$ cat config.mk
export PLATFORM = sky130hd
export DESIGN_NAME = preamble_strip
export DESIGN_NICKNAME = d
export VERILOG_FILES = /design/src/rtl/pstrip_pkg.sv /design/src/rtl/pstrip_rst_sync.sv /design/src/rtl/pstrip_lane_match.sv /design/src/rtl/pstrip_ctrl.sv /design/src/rtl/pstrip_align.sv /design/src/rtl/preamble_strip.sv
export SDC_FILE = /design/constraint.sdc
export NUM_CORES = 1
export LEC_CHECK = 0
export ABC_AREA = 0
export BUFFER_PORTS_ARGS = -buffer_cell sky130_fd_sc_hd__buf_2
export CORE_UTILIZATION = 50
export CTS_CLUSTER_DIAMETER = 150
export DETAILED_ROUTE_END_ITERATION = 10
export PLACE_DENSITY = 0.83
export REMOVE_ABC_BUFFERS = 1
export SLEW_MARGIN = 25
export SYNTH_ARGS = -nofsm -noshare
export SYNTH_HDL_FRONTEND = slang
export SYNTH_SLANG_ARGS = --single-unit
$ cat constraint.sdc
create_clock -name clk -period 1.3 [get_ports clk]
set_input_delay 0 -clock clk [delete_from_list [all_inputs] [get_ports clk]]
set_output_delay 0 -clock clk [all_outputs]
set_load 0.03 [all_outputs]
$ cat src/rtl/pstrip_pkg.sv
package pstrip_pkg;

  localparam logic [7:0] PRE_BYTE = 8'h55;
  localparam logic [7:0] SFD_BYTE = 8'hD5;

  typedef enum logic [1:0] {
    ST_IDLE = 2'd0,
    ST_HUNT = 2'd1,
    ST_BODY = 2'd2,
    ST_DROP = 2'd3
  } pstrip_state_e;

endpackage

$ cat src/rtl/pstrip_rst_sync.sv
module pstrip_rst_sync (
  input  logic clk,
  input  logic rst_n,
  output logic rst_sync_n
);

  logic [1:0] sync_q;

  always_ff @(posedge clk or negedge rst_n) begin
    if (!rst_n) sync_q <= 2'b00;
    else        sync_q <= {sync_q[0], 1'b1};
  end

  assign rst_sync_n = sync_q[1];

endmodule

$ cat src/rtl/pstrip_lane_match.sv
module pstrip_lane_match
  import pstrip_pkg::*;
#(
  parameter int LANES = 2
) (
  input  logic               valid,
  input  logic [8*LANES-1:0] data,
  output logic [LANES-1:0]   is_pre,
  output logic [LANES-1:0]   is_sfd
);

  // Strobe is combined with a complete byte comparison per lane.
  for (genvar g = 0; g < LANES; g++) begin : g_lane
    assign is_pre[g] = valid & (data[8*g +: 8] == PRE_BYTE);
    assign is_sfd[g] = valid & (data[8*g +: 8] == SFD_BYTE);
  end

endmodule

$ cat src/rtl/pstrip_ctrl.sv
module pstrip_ctrl
  import pstrip_pkg::*;
#(
  parameter int LANES = 2
) (
  input  logic             clk,
  input  logic             rst_n,
  input  logic             in_valid,
  input  logic             in_last,
  input  logic             in_err,
  input  logic [LANES-1:0] is_pre,
  input  logic [LANES-1:0] is_sfd,
  output logic             open_even,
  output logic             open_odd,
  output logic             body_beat,
  output logic             body_odd,
  output logic             beat_end
);

  pstrip_state_e state_q, state_d, after_end;
  logic          odd_q, odd_d, odd_en;
  logic          hunting, odd_hit, even_hit, all_pre;

  always_comb begin
    hunting   = (state_q == ST_IDLE) || (state_q == ST_HUNT);
    beat_end  = in_last | in_err;
    odd_hit   = (LANES > 1) && is_sfd[0];
    if (LANES == 1) even_hit = is_sfd[0];
    else            even_hit = !is_sfd[0] && is_pre[0] && is_sfd[LANES-1];
    all_pre   = &is_pre;
    after_end = in_last ? ST_IDLE : ST_DROP;

    open_even = hunting & even_hit;
    open_odd  = hunting & odd_hit;
    body_beat = (state_q == ST_BODY) & in_valid;
    body_odd  = odd_q;
  end

  always_comb begin
    state_d = state_q;
    odd_d   = odd_q;
    odd_en  = 1'b0;
    if (in_valid) begin
      unique case (state_q)
        ST_IDLE, ST_HUNT: begin
          if (even_hit || odd_hit) begin
            state_d = beat_end ? after_end : ST_BODY;
            odd_d   = odd_hit;
            odd_en  = 1'b1;
          end else if (all_pre && !beat_end) begin
            state_d = ST_HUNT;
          end else begin
            state_d = after_end;
          end
        end
        ST_BODY: begin
          if (beat_end) state_d = after_end;
        end
        ST_DROP: begin
          if (in_last) state_d = ST_IDLE;
        end
        default: state_d = ST_IDLE;
      endcase
    end
  end

  always_ff @(posedge clk or negedge rst_n) begin
    if (!rst_n) begin
      state_q <= ST_IDLE;
      odd_q   <= 1'b0;
    end else begin
      state_q <= state_d;
      if (odd_en) odd_q <= odd_d;
    end
  end

  // once discarding, only the end of the input frame leaves DROP
  a_r5_drop_holds: assert property (@(posedge clk) disable iff (!rst_n)
    (state_q == ST_DROP && in_valid && !in_last) |=> (state_q == ST_DROP));

  // every input frame end returns the control to IDLE
  a_r12_last_idle: assert property (@(posedge clk) disable iff (!rst_n)
    (in_valid && in_last) |=> (state_q == ST_IDLE));

  // the body is entered only on a beat that carried the delimiter
  a_r2_body_on_sfd: assert property (@(posedge clk) disable iff (!rst_n)
    (state_q == ST_BODY && $past(state_q) != ST_BODY) |-> $past(|is_sfd));

endmodule

$ cat src/rtl/pstrip_align.sv
module pstrip_align #(
  parameter int LANES = 2
) (
  input  logic               clk,
  input  logic               rst_n,
  input  logic [8*LANES-1:0] in_data,
  input  logic               in_err,
  input  logic               open_even,
  input  logic               open_odd,
  input  logic               body_beat,
  input  logic               body_odd,
  input  logic               beat_end,
  output logic               out_valid,
  output logic [8*LANES-1:0] out_data,
  output logic [LANES-1:0]   out_be,
  output logic               out_sof,
  output logic               out_eof,
  output logic               out_err
);

  localparam int DW = 8 * LANES;
  localparam logic [LANES-1:0] BE_ALL = '1;
  localparam logic [LANES-1:0] BE_LOW = LANES'(1);

  logic [7:0]       hold_q, upper_byte;
  logic             hold_en;
  logic             flush_q, flush_d;
  logic             ferr_q, ferr_d, ferr_en;
  logic             sof_q, sof_d;
  logic [DW-1:0]    odd_word, flush_word;

  logic             v_d, sof_o_d, eof_d, err_d;
  logic [DW-1:0]    data_d;
  logic [LANES-1:0] be_d;

  if (LANES > 1) begin : g_wide
    assign upper_byte = in_data[DW-1 -: 8];
    assign odd_word   = {in_data[DW-9:0], hold_q};
    assign flush_word = {{(DW-8){1'b0}}, hold_q};
  end else begin : g_narrow
    assign upper_byte = in_data;
    assign odd_word   = in_data;
    assign flush_word = hold_q;
  end

  always_comb begin
    v_d     = 1'b0;
    data_d  = '0;
    be_d    = '0;
    sof_o_d = 1'b0;
    eof_d   = 1'b0;
    err_d   = 1'b0;
    hold_en = 1'b0;
    flush_d = 1'b0;
    ferr_d  = ferr_q;
    ferr_en = 1'b0;
    sof_d   = sof_q;

    // Closing half-word of a realigned frame.
    if (flush_q) begin
      v_d     = 1'b1;
      data_d  = flush_word;
      be_d    = BE_LOW;
      sof_o_d = sof_q;
      eof_d   = 1'b1;
      err_d   = ferr_q;
      sof_d   = 1'b0;
    end

    if (body_beat) begin
      v_d     = 1'b1;
      be_d    = BE_ALL;
      sof_o_d = sof_q;
      sof_d   = 1'b0;
      if (!body_odd) begin
        data_d = in_data;
        eof_d  = beat_end;
        err_d  = in_err;
      end else begin
        data_d  = odd_word;
        hold_en = 1'b1;
        flush_d = beat_end;
        ferr_d  = in_err;
        ferr_en = beat_end;
      end
    end

    // A new frame may open in the same cycle as the previous flush.
    if (open_odd) begin
      hold_en = 1'b1;
      sof_d   = 1'b1;
      flush_d = beat_end;
      ferr_d  = in_err;
      ferr_en = beat_end;
    end
    if (open_even) sof_d = 1'b1;
  end

  always_ff @(posedge clk or negedge rst_n) begin
    if (!rst_n) begin
      hold_q  <= '0;
      flush_q <= 1'b0;
      ferr_q  <= 1'b0;
      sof_q   <= 1'b0;
    end else begin
      if (hold_en) hold_q <= upper_byte;
      if (ferr_en) ferr_q <= ferr_d;
      flush_q <= flush_d;
      sof_q   <= sof_d;
    end
  end

  always_ff @(posedge clk or negedge rst_n) begin
    if (!rst_n) begin
      out_valid <= 1'b0;
      out_data  <= '0;
      out_be    <= '0;
      out_sof   <= 1'b0;
      out_eof   <= 1'b0;
      out_err   <= 1'b0;
    end else begin
      out_valid <= v_d;
      if (v_d) begin
        out_data <= data_d;
        out_be   <= be_d;
        out_sof  <= sof_o_d;
        out_eof  <= eof_d;
        out_err  <= err_d;
      end
    end
  end

  // only the final beat of a frame may leave a lane disabled
  a_r7_partial_last: assert property (@(posedge clk) disable iff (!rst_n)
    (out_valid && out_be != BE_ALL) |-> out_eof);

  // an error beat always closes the output frame
  a_r9_err_closes: assert property (@(posedge clk) disable iff (!rst_n)
    (out_valid && out_err) |-> out_eof);

  // the closing half-word never competes with a body beat
  a_r10_flush_alone: assert property (@(posedge clk) disable iff (!rst_n)
    flush_q |-> !body_beat);

  // a pending close is emitted on the very next beat
  a_r10_flush_emits: assert property (@(posedge clk) disable iff (!rst_n)
    flush_q |=> (out_valid && out_eof && out_be == BE_LOW));

endmodule

$ cat src/rtl/preamble_strip.sv
module preamble_strip #(
  parameter int LANES = 2
) (
  input  logic               clk,
  input  logic               rst_n,
  input  logic               in_valid,
  input  logic [8*LANES-1:0] in_data,
  input  logic               in_last,
  input  logic               in_err,
  output logic               out_valid,
  output logic [8*LANES-1:0] out_data,
  output logic [LANES-1:0]   out_be,
  output logic               out_sof,
  output logic               out_eof,
  output logic               out_err
);

  logic             rst_sync_n;
  logic [LANES-1:0] is_pre, is_sfd;
  logic             open_even, open_odd, body_beat, body_odd, beat_end;

  pstrip_rst_sync u_rst (
    .clk        (clk),
    .rst_n      (rst_n),
    .rst_sync_n (rst_sync_n)
  );

  pstrip_lane_match #(.LANES(LANES)) u_match (
    .valid  (in_valid),
    .data   (in_data),
    .is_pre (is_pre),
    .is_sfd (is_sfd)
  );

  pstrip_ctrl #(.LANES(LANES)) u_ctrl (
    .clk       (clk),
    .rst_n     (rst_sync_n),
    .in_valid  (in_valid),
    .in_last   (in_last),
    .in_err    (in_err),
    .is_pre    (is_pre),
    .is_sfd    (is_sfd),
    .open_even (open_even),
    .open_odd  (open_odd),
    .body_beat (body_beat),
    .body_odd  (body_odd),
    .beat_end  (beat_end)
  );

  pstrip_align #(.LANES(LANES)) u_align (
    .clk       (clk),
    .rst_n     (rst_sync_n),
    .in_data   (in_data),
    .in_err    (in_err),
    .open_even (open_even),
    .open_odd  (open_odd),
    .body_beat (body_beat),
    .body_odd  (body_odd),
    .beat_end  (beat_end),
    .out_valid (out_valid),
    .out_data  (out_data),
    .out_be    (out_be),
    .out_sof   (out_sof),
    .out_eof   (out_eof),
    .out_err   (out_err)
  );

endmodule

==> results by stage <==
Floorplanning:
- The die covers 3672 um^2.
- The floorplan step set the die width to 60.60 um.
- The number of placed I/O pins is 43.
- Once the floorplan was initialized, standard cells occupied 54.44% of the core.
- The core box area is 3153 um^2.
- The row count is 20.
- The die is 60.60 um tall.

Critical path:
- The worst setup path startpoint is u_ctrl.state_q[1]$_DFFE_PN0P_.
- The cell with the largest stage delay on the worst path is sky130_fd_sc_hd__dfrtp_2.
- The worst setup path is captured at a flip-flop.
- The setup path with the least slack is of type flip-flop to flip-flop.
- The cell family contributing the most delay on the critical path is simple AND/OR/NAND/NOR gates.
- The required time at the worst-slack endpoint is 1540 ps.
- STA puts the critical path data arrival time at 1700 ps.
- The startpoint identified for the worst register-to-register timing path is u_ctrl.state_q[1]$_DFFE_PN0P_.
- The critical path goes through and4b_1 > or2_4 > buf_6 > mux2_4.
- In this design, the stage delay of the slowest critical-path cell is 460 ps.
- The maximum fanout count along the critical path is 6.
- STA classifies the critical path startpoint as a flip-flop.
- The number of buffers and inverters on the critical path is 1.

Route:
- The count of TritonRoute iterations in the first routing pass is 4.
- Detailed routing inserted a total of 1,491 vias.
- Dividing the detail-routed wire length by the instance count gives 16.84 um.
- In the detailed route, the total length drawn on met2 is 2.368 mm.
- The uppermost signal routing layer after detailed routing is met4.
- After detailed routing, the number of vias per cell comes to 5.422.
- The detail route stage leaves a number of antenna-violating nets equal to 0.
- In the final routing, the length of wire on met1 measures 1.991 mm.
- The wire length on met3 is 219 um.
- The routed wire length is 4.632 mm.
- The violation count after the first detailed-routing iteration is 74.
- The DRC violation count after routing is 0.

Timing:
- Setup total negative slack on the finished layout was measured at -2400 ps.
- Setup repair after global routing could not meet its margin everywhere.
- After layout, the worst path uses 112.5% of the clock period.
- The number of failing hold endpoints at the final stage is 0.
- On the final layout, the worst clock skew is 8.272 ps.
- The upper clock frequency limit is 683.6 MHz.
- The final count of pins violating max slew was 0.
- The number of setup violations in the final report is 21.
- The minimum period implied by the final worst setup slack is 1463 ps.
- Once routing completed, OpenROAD measured the worst setup slack at -162.8 ps.

Synthesis:
- During synthesis, Yosys emitted a total of 0 warnings.
- The number of enable-type register cells in the synthesized netlist is 0.
- Counting flops with an async set or reset pin after synthesis yields a share of 100.0%.
- The post-synthesis instance total is 145.
- After synthesis, the netlist uses 36 different library cells.
- In this run the cell area of the synthesized design comes to 1717 um^2.
- The average cell area after synthesis is 11.84 um^2.
- The register bit count reported by yosys is 38.
- After synthesis, flip-flops and latches occupy 55.39% of the total area.
- The most instantiated flip-flop cell in the synthesis netlist is sky130_fd_sc_hd__dfrtp_1.

Power:
- The switching share of power is 37.02%.
- The relative contribution of the clock network to total power is 19.1%.
- The power share of the sequential group is 45.8%.
- The internal power of the cells totals 2.151 mW.
- IR analysis of the VDD net gives a maximum drop of 1016 uV.
- Per report_power, the combinational group accounts for 35.2% of the total.
- In this run the static leakage power is 1.200 nW.
- The net switching component of the power is 1.265 mW.
- The cell area power density is 1385 nW/um^2.

Run:
- The total of max-cap violations is 0.

Clock tree:
- The number of buffers on the longest clock path is 2.
- The cell sitting at the root of the clock tree is a sky130_fd_sc_hd__clkbuf_4.
- After clock tree synthesis, the clock-pin slew on the worst setup and hold paths is 110 ps.
- The total CTS buffers is 5.
- The clock network latency to the later pin of the worst-skew pair is 340 ps.
- TritonCTS built the clock tree.
- The maximum level of the CTS H-tree is 2.
- The clock sink count is 38.

Finish:
- In the final layout, the share of cells above drive strength 1 is 42.42%.
- The core occupancy in the finished layout is 78.21%.
- The net count reported at finish is 251.
- From synthesis to final layout, the design area changed by 43.66%.
- The number of antenna repair diodes is 0.
- Summing all non-filler instances in the final layout gives an area of 2466 um^2.
- The count of cells in the finished layout, fillers not included, comes to 275.

Placed design:
- The post-detailed-placement cell area is 2117 um^2.
- The estimated wirelength of the detail-placed design is 3.059 mm.
- The number of buffers added on ports is 42.
- Counting tap cells, the placed design contains a total of 247 instances.
- The congestion estimate from routability-driven global placement came to 0.8397.
- At the placement stage, the worst setup path has a slack of -184.3 ps.

Global routing:
- The maximum number of pins on one net before global-route repair is 37.
- The number of antenna violations at the first check in global routing was 0.
- The total congestion overflow after global routing is 0.
- The first-pass GRT wire length is 7.438 mm.
- The number of global-route vias before repair was 1,571.
- Global routing used 29.06% of the available tracks.

Status:
- The run finished, with violations left.
- The checks that failed: setup timing.

Hold path:
- The path class of the tightest hold or removal check is input port to flip-flop.
- The worst min-delay path startpoint is in_data[0].
==> power by group through the flow <==
stage,Clock (mW),Combinational (mW),Sequential [mW]
after global routing,0.722,1.28,1.59
after detailed placement,0,1.07,1.57
final,0.652,1.20,1.56
after global placement,0,1.04,1.55
after CTS,0.653,1.15,1.56
after floorplan,0,0.302,1.95
==> routing by layer <==
metal	GRT usage, %	up-vias
met5	0	-
li1	-	691
met3	7.249	8
met4	10.71	0
met1	37.33	743
met2	47.88	49
==> sequential cells by signal, summed over array words and instances (netlist names), 2 cells and up <==
register / count
u_align.hold_q: 8
u_align.out_be: 2
u_align.out_data: 16
u_ctrl.state_q: 2
u_rst.sync_q: 2
==> worst reg2reg max path, cell delays in order (launching register included) <==
cell	delay [ps]
sky130_fd_sc_hd__dfrtp_2	460
sky130_fd_sc_hd__and4b_1	210
sky130_fd_sc_hd__or2_4	260
sky130_fd_sc_hd__buf_6	140
sky130_fd_sc_hd__mux2_4	300
==> layout make-up <==
cell class	instances	area [um^2]
Clock inverter	1	5.005
Fill cell	224	686.9
Tap cell	44	55.05
Timing Repair Buffer	84	586.8
Sequential cell	38	952.2
Inverter	3	16.27
Clock buffer	7	55.05
Multi-Input combinational cell	98	795.8
==> cells in the mapped netlist (all sizes together), types with 2 or more instances <==
library cell,instances,area share [%]
a21oi,2,0.58
inv,3,0.66
nor2,20,4.4
mux2,8,7.0
buf,2,0.87
o21ai,13,3.8
nand2b,2,0.73
nand4bb,2,1.6
nand2,5,1.1
clkbuf,4,0.87
or2,2,0.73
mux2i,8,4.7
nand3b,10,4.4
a22oi,2,0.87
o22ai,8,2.9
dfrtp,38,55
==> cells in the final DEF (no fill, tap or decap), types with 3 or more instances in the layout <==
cell type	n
sky130_fd_sc_hd__mux2_4	8
sky130_fd_sc_hd__nor2_1	19
sky130_fd_sc_hd__dlygate4sd3_1	18
sky130_fd_sc_hd__clkbuf_4	5
sky130_fd_sc_hd__mux2i_1	8
sky130_fd_sc_hd__o22ai_2	5
sky130_fd_sc_hd__dfrtp_1	37
sky130_fd_sc_hd__buf_2	40
sky130_fd_sc_hd__buf_4	23
sky130_fd_sc_hd__buf_6	3
sky130_fd_sc_hd__nand3b_1	10
sky130_fd_sc_hd__nand2_1	5
sky130_fd_sc_hd__o22ai_1	3
sky130_fd_sc_hd__o21ai_0	11
==> path summary, 6_finish.rpt <==
check                                             endpoint  slack [ps]  cells past startpoint
setup / recovery             u_align.hold_q[0]$_DFFE_PN0P_        -160                      4
max in group asynchronous        u_rst.sync_q[1]$_DFF_PN0_         680                      3
setup reg to reg             u_align.hold_q[0]$_DFFE_PN0P_        -160                      4
hold reg to reg                  u_align.flush_q$_DFF_PN0_         280                      1
min in group asynchronous        u_align.flush_q$_DFF_PN0_         280                      1
hold / removal             u_align.out_data[8]$_DFFE_PN0P_          10                      3
==> metrics by stage <==
step	power [mW]	hold WS, ps
2_1_floorplan	2.255	-295.6
3_5_place_dp	2.647	-212.1
3_3_place_gp	2.597	-215.7
4_1_cts	3.357	1.496
5_1_grt	3.589	23.27
6_report	3.416	9.630
==> what timing repair did <==
action,CTS,global route
gates resized for setup,12,11
setup endpoints to repair,19,25
pin swaps,4,6
hold endpoints to repair,19,1
hold buffers,17,1
buffers inserted,2,2
==> cells by family after synthesis <==
group	synth area share (%)
AND/OR/NAND/NOR	18.29
flip-flops	55.39
AO/OA/AOI/OAI	12.03
multiplexers	11.66
buffers and inverters	2.405
other	0.2184
Power figures use the tool's default switching activity.
